**config.mk**
```make
export PLATFORM = sky130hd
export DESIGN_NAME = irq_l2_agg
export DESIGN_NICKNAME = d
export VERILOG_FILES = /design/src/rtl/irq_l2_pkg.sv /design/src/rtl/irq_l2_regs.sv /design/src/rtl/irq_l2_status.sv /design/src/rtl/irq_l2_group.sv /design/src/rtl/irq_l2_bypass.sv /design/src/rtl/irq_l2_agg.sv
export SDC_FILE = /design/constraint.sdc
export NUM_CORES = 1
export LEC_CHECK = 0
export BUFFER_PORTS_ARGS = -buffer_cell sky130_fd_sc_hd__buf_2
export CAP_MARGIN = 15
export CELL_PAD_IN_SITES_DETAIL_PLACEMENT = 1
export CELL_PAD_IN_SITES_GLOBAL_PLACEMENT = 2
export CORE_MARGIN = 2
export CORE_UTILIZATION = 17
export DETAILED_ROUTE_END_ITERATION = 8
export PLACE_DENSITY_LB_ADDON = 0.1
export SLEW_MARGIN = 20
export SYNTH_ARGS = -nofsm -noshare
export SYNTH_HDL_FRONTEND = slang
export SYNTH_SLANG_ARGS = --single-unit
```
**constraint.sdc**
```tcl
create_clock -name clk -period 1.3 [get_ports clk]
set_clock_uncertainty 0.1 [all_clocks]
set_input_delay 0.13 -clock clk [delete_from_list [all_inputs] [get_ports clk]]
set_output_delay 0.13 -clock clk [all_outputs]
set_load 0.01 [all_outputs]
```
**src/rtl/irq_l2_pkg.sv**
```systemverilog
package irq_l2_pkg;

   // word index inside the 8-byte register window
   typedef enum logic {
      SEL_ENABLE = 1'b0,
      SEL_STATUS = 1'b1
   } reg_word_e;

   localparam int WINDOW_BYTES = 8;
   localparam int WORD_BYTES   = 4;

   function automatic reg_word_e decode_word(input logic sel);
      return reg_word_e'(sel);
   endfunction

   // low-order run of ones, NUM_BITS wide result computed in 64 bits
   function automatic logic [63:0] low_ones(input int count);
      logic [63:0] v;
      v = '0;
      for (int i = 0; i < 64; i++) begin
         if (i < count) v[i] = 1'b1;
      end
      return v;
   endfunction

endpackage

```
**src/rtl/irq_l2_regs.sv**
```systemverilog
module irq_l2_regs
   import irq_l2_pkg::*;
#(
   parameter int                   NUM_LINES = 32,
   parameter logic [NUM_LINES-1:0] CONN_MASK = '1
) (
   input  logic                 clk,
   input  logic                 rst,
   input  logic                 sel_i,
   input  logic                 wr_i,
   input  logic [NUM_LINES-1:0] wdata_i,
   input  logic [NUM_LINES-1:0] status_i,
   output logic [NUM_LINES-1:0] enable_o,
   output logic [NUM_LINES-1:0] rdata_o
);

   reg_word_e                word;
   logic [NUM_LINES-1:0]     enable_q;

   assign word = decode_word(sel_i);

   always_ff @(posedge clk) begin
      if (rst) begin
         enable_q <= '0;
      end else if (wr_i && (word == SEL_ENABLE)) begin
         enable_q <= wdata_i & CONN_MASK;
      end
   end

   always_comb begin
      unique case (word)
         SEL_ENABLE: rdata_o = enable_q;
         SEL_STATUS: rdata_o = status_i;
         default:    rdata_o = '0;
      endcase
   end

   assign enable_o = enable_q;

endmodule

```
**src/rtl/irq_l2_status.sv**
```systemverilog
module irq_l2_status #(
   parameter int                   NUM_LINES    = 32,
   parameter logic [NUM_LINES-1:0] CAPTURE_MASK = '1
) (
   input  logic                 clk,
   input  logic                 rst,
   input  logic [NUM_LINES-1:0] lines_i,
   output logic [NUM_LINES-1:0] status_o
);

   logic [NUM_LINES-1:0] status_q;

   always_ff @(posedge clk) begin
      if (rst) status_q <= '0;
      else     status_q <= lines_i & CAPTURE_MASK;
   end

   assign status_o = status_q;

endmodule

```
**src/rtl/irq_l2_group.sv**
```systemverilog
module irq_l2_group #(
   parameter int                                   NUM_LINES  = 32,
   parameter int                                   NUM_GROUPS = 2,
   parameter logic [NUM_GROUPS-1:0][NUM_LINES-1:0] MAP_MASKS  = '0
) (
   input  logic                  clk,
   input  logic                  rst,
   input  logic [NUM_LINES-1:0]  status_i,
   input  logic [NUM_LINES-1:0]  enable_i,
   output logic [NUM_GROUPS-1:0] grp_o
);

   logic [NUM_LINES-1:0] pending;

   assign pending = status_i & enable_i;

   for (genvar g = 0; g < NUM_GROUPS; g++) begin : g_grp
      logic hit_q;
      always_ff @(posedge clk) begin
         if (rst) hit_q <= 1'b0;
         else     hit_q <= |(pending & MAP_MASKS[g]);
      end
      assign grp_o[g] = hit_q;
   end

endmodule

```
**src/rtl/irq_l2_bypass.sv**
```systemverilog
module irq_l2_bypass #(
   parameter int                 NUM_FWD  = 3,
   parameter logic [NUM_FWD-1:0] FWD_MASK = '1
) (
   input  logic [NUM_FWD-1:0] lines_i,
   output logic [NUM_FWD-1:0] fwd_o
);

   for (genvar i = 0; i < NUM_FWD; i++) begin : g_mux
      assign fwd_o[i] = FWD_MASK[i] ? lines_i[i] : 1'b0;
   end

endmodule

```
**src/rtl/irq_l2_agg.sv**
```systemverilog
module irq_l2_agg
   import irq_l2_pkg::*;
#(
   parameter int                                   NUM_LINES     = 32,
   parameter int                                   NUM_CONNECTED = 12,
   parameter int                                   NUM_GROUPS    = 2,
   parameter logic [NUM_GROUPS-1:0][NUM_LINES-1:0] MAP_MASKS     = {32'h0000_0140, 32'h0000_0EB8},
   parameter int                                   NUM_FWD       = 3,
   parameter logic [NUM_FWD-1:0]                   FWD_MASK      = 3'b111
) (
   input  logic                  clk,
   input  logic                  rst,
   input  logic                  reg_sel,
   input  logic                  reg_wr,
   input  logic [NUM_LINES-1:0]  reg_wdata,
   output logic [NUM_LINES-1:0]  reg_rdata,
   input  logic [NUM_LINES-1:0]  irq_lines,
   output logic [NUM_GROUPS-1:0] grp_irq,
   output logic [NUM_FWD-1:0]    fwd_irq
);

   localparam logic [63:0]          CONN_WIDE    = low_ones(NUM_CONNECTED);
   localparam logic [NUM_LINES-1:0] CONN_MASK    = CONN_WIDE[NUM_LINES-1:0];
   localparam logic [NUM_LINES-1:0] FWD_LINES    = NUM_LINES'(FWD_MASK);
   localparam logic [NUM_LINES-1:0] CAPTURE_MASK = CONN_MASK & ~FWD_LINES;

   // elaboration-time parameter checks
   if (NUM_LINES < 1 || NUM_LINES > WINDOW_BYTES / 2 * WORD_BYTES * 2) begin : g_bad_lines
      $error("irq_l2_agg: NUM_LINES must be 1..32");
   end
   if (NUM_CONNECTED < 1 || NUM_CONNECTED > NUM_LINES) begin : g_bad_conn
      $error("irq_l2_agg: NUM_CONNECTED out of range");
   end
   if (NUM_FWD < 1 || NUM_FWD > NUM_CONNECTED) begin : g_bad_fwd
      $error("irq_l2_agg: forwarded lines must be connected lines");
   end
   if (NUM_GROUPS < 1) begin : g_bad_groups
      $error("irq_l2_agg: at least one group output is needed");
   end
   for (genvar g = 0; g < NUM_GROUPS; g++) begin : g_mask_chk
      if ((MAP_MASKS[g] & ~CONN_MASK) != '0) begin : g_bad_map
         $error("irq_l2_agg: map mask selects an unconnected line");
      end
   end

   logic [NUM_LINES-1:0] status_q;
   logic [NUM_LINES-1:0] enable_q;

   irq_l2_status #(
      .NUM_LINES    (NUM_LINES),
      .CAPTURE_MASK (CAPTURE_MASK)
   ) u_status (
      .clk      (clk),
      .rst      (rst),
      .lines_i  (irq_lines),
      .status_o (status_q)
   );

   irq_l2_regs #(
      .NUM_LINES (NUM_LINES),
      .CONN_MASK (CONN_MASK)
   ) u_regs (
      .clk      (clk),
      .rst      (rst),
      .sel_i    (reg_sel),
      .wr_i     (reg_wr),
      .wdata_i  (reg_wdata),
      .status_i (status_q),
      .enable_o (enable_q),
      .rdata_o  (reg_rdata)
   );

   irq_l2_group #(
      .NUM_LINES  (NUM_LINES),
      .NUM_GROUPS (NUM_GROUPS),
      .MAP_MASKS  (MAP_MASKS)
   ) u_group (
      .clk      (clk),
      .rst      (rst),
      .status_i (status_q),
      .enable_i (enable_q),
      .grp_o    (grp_irq)
   );

   irq_l2_bypass #(
      .NUM_FWD  (NUM_FWD),
      .FWD_MASK (FWD_MASK)
   ) u_bypass (
      .lines_i (irq_lines[NUM_FWD-1:0]),
      .fwd_o   (fwd_irq)
   );

endmodule

```
==> results.json <==
{
  "synthAdderAreaFrac": 0,
  "slew_headroom": 0.4062,
  "drt-total-wl_um": 2752,
  "drc": 0,
  "gp_congestion": 0.6853,
  "syn_area_um2": 1066,
  "detail-route-antenna-nets": 0,
  "syn2layout_area_growth_pct": 29.81,
  "firstDrtPassIters": 4,
  "power.leakage_nw": 0.6274,
  "synth.yosys.warnings": 0,
  "async_flop_share": 0,
  "grt_pass1_vias": 904,
  "violations": "negative hold slack",
  "die_y_um": 83.19,
  "ir_worst_vdd_uv": 283.4,
  "fin_util": 0.2310,
  "antenna_found_initial": 0,
  "fin_crit_ns": 1.237,
  "path_class": "register to primary output",
  "critPathCaptureType": "primary output",
  "vias_per_cell": 3.644,
  "finalSetupViolCount": 0,
  "initial_core_util": 0.1779,
  "yosys.area.top_type": "dfxtp_1",
  "synth_cells": 119,
  "synth_seq_area_share": 0.4319,
  "min-delay-path-class": "primary input to register",
  "cts_tree": "yes",
  "synth_top_area_share": 0.4319,
  "outcome": "finished with violations",
  "rr_worst_depth": 2,
  "startpoint": "u_regs.enable_o[6]",
  "vias": 871,
  "critPathArrivalTime_ns": 1.01,
  "drive_gt1_frac": 0.3232,
  "chipWidth_um": 83.19,
  "io_pins": 105,
  "dieArea_um2": 6920,
  "r2r_end": "u_group.g_grp[0].hit_q",
  "rsz0062_at_grt": "false",
  "power_density_nw_per_um2": 1028,
  "clk_path_buf_depth": 2,
  "synth_enable_flop_cells": 0,
  "seqCellArea_um2": 460.4,
  "cp-start-kind": "register",
  "diodes": 0,
  "wl_per_cell_um": 11.51,
  "insertion_delay_ns": 0.26,
  "ys.flop_type": "dfxtp_1",
  "nets": 233,
  "synth_top_family_by_area": "buffers and inverters",
  "path_clk_slew_ns": 0.08,
  "yosysUniqueCellTypes": 13,
  "report.final.slew_viol_count": 0,
  "cp.required_ns": 1.07,
  "postSynthAreaPerCell_um2": 8.958,
  "finalPower_mw": 1.423,
  "tightest_slew_ns": 0.8888,
  "fmax_ghz": 0.8085,
  "post-route-period-util": 0.9514,
  "cts_made_buffers": 3,
  "drt_iter0_drc": 20,
  "root_buffer": "clkbuf_8",
  "synthMuxAreaShare": 0.09507,
  "finalHoldViolations": 1,
  "reg2reg_slack_ns": 0.26,
  "fillers": 721,
  "core_area_um2": 5991,
  "crit_path_end": "reg_rdata[6]",
  "grt_overflow_total": 0,
  "fp-row-count": 28,
  "synth_simple_gate_area_frac": 0.1725,
  "post_cts_buffers": 0,
  "worstReg2RegStart": "u_regs.enable_o[9]",
  "dp_hpwl_um": 1976,
  "grt_pass1_wl_um": 4443,
  "port_buffers": 38,
  "synth.most_common_cell": "buf_4",
  "synth-xor-area-share": 0,
  "yosys-top-cells-area": "dfxtp_1 43%, buf_4 20%, mux2_2 9.5%",
  "grt_max_degree": 24,
  "synth_compound_area_frac": 0.09272,
  "multi_input_area_um2": 459.2,
  "cts_sinks": 23,
  "drv_cap": 0,
  "ys_ff_latch": 23,
  "critPathMaxFanout": 3,
  "synth_common_cells": "28 x buf_4, 24 x nand2_1, 23 x dfxtp_1",
  "hold_ws_ns": -0.003817,
  "htree_num_levels": 1,
  "grt_usage": 0.08178
}
[layout by cell type, fill, tap and decap left out]
| cell type | Yosys | final |
|---|---|---|
| a21oi_1 | 12 | 12 |
| nand2_1 | 24 | 24 |
| a31oi_1 | 1 | 1 |
| a222oi_1 | 1 | 1 |
| dlygate4sd3_1 | 0 | 12 |
| dfxtp_1 | 23 | 23 |
| buf_2 | 0 | 38 |
| conb_1 | 1 | 20 |
| nor2b_1 | 13 | 13 |
| mux2_2 | 9 | 9 |
| clkbuf_1 | 2 | 1 |
| a22oi_1 | 3 | 3 |
| nor2_1 | 1 | 1 |
| buf_4 | 28 | 2 |
| nand2b_2 | 1 | 1 |
| clkbuf_8 | 0 | 3 |
[per-layer routing]
metal / share of wire / GRT usage / up-vias
met5: 0 / 0 / -
met4: 0 / 0.04024 / 0
met3: 0.065 / 0.01988 / 0
met2: 0.47 / 0.1342 / 33
met1: 0.46 / 0.09958 / 407
li1: - / - / 431
[critical path, cell delays in order, from the launching register on]
cell	delay, ns
dfxtp_1	0.33
mux2_2	0.27
buf_2	0.14
[cell type report]
| type | count | share of cell area |
|---|---|---|
| clock buffers | 4 | 0.03255 |
| well taps | 75 | 0.06781 |
| repair buffers | 52 | 0.2351 |
| flip-flops and latches | 23 | 0.3327 |
| multi-input cells | 85 | 0.3318 |
[sequential cells by signal, summed over array words and instances (netlist names)]
register             count
u_group.g_grp.hit_q      2
u_regs.enable_o         12
u_status.status_o        9
[worst min-delay path by stage]
| stage | startpoint | endpoint | slack [ns] | depth (start not counted) |
|---|---|---|---|---|
| after global placement | irq_lines[1] | fwd_irq[1] | 0.16 | 0 |
| after global routing | reg_wdata[11] | u_regs.enable_o[11] | 0.003 | 3 |
| after floorplan | rst | u_status.status_o[11] | 0.10 | 1 |
| final | irq_lines[11] | u_status.status_o[11] | -0.004 | 2 |
| after CTS | reg_wdata[4] | u_regs.enable_o[4] | 0.006 | 3 |
| after detailed placement | irq_lines[1] | fwd_irq[1] | 0.16 | 0 |
[what timing repair did]
item	CTS	global route
resized for setup	0	0
hold buffers	12	0
endpoints found under the hold margin	12	0
endpoints found under the setup margin	0	0
[cells by family after synthesis]
| group | Yosys count |
|---|---|
| AND/OR/NAND/NOR | 39 |
| buffers and inverters | 30 |
| flip-flops | 23 |
| AO/OA/AOI/OAI | 17 |
| multiplexers | 9 |
| other | 1 |
[stage by stage]
stage	cell area (µm²)	setup WS, ns	hold slack, ns	cells	TNS (ns)
after floorplan	1137	0.3713	0.1016	138	0
after global placement	1219	-0.1460	0.1601	223	-1.416
after detailed placement	1219	-0.1865	0.1601	223	-1.786
after CTS	1384	0.04611	0.006064	239	0
after global routing	1384	0.01514	0.003054	239	0
final	1384	0.06312	-0.003817	239	0
[report_power, final]
part           internal, mW  total [mW]  switching, mW
registers             0.738       0.758         0.0197
clock network         0.218       0.442          0.224
logic                 0.108       0.223          0.115
total                  1.06        1.42          0.358
Power figures use the tool's default switching activity.
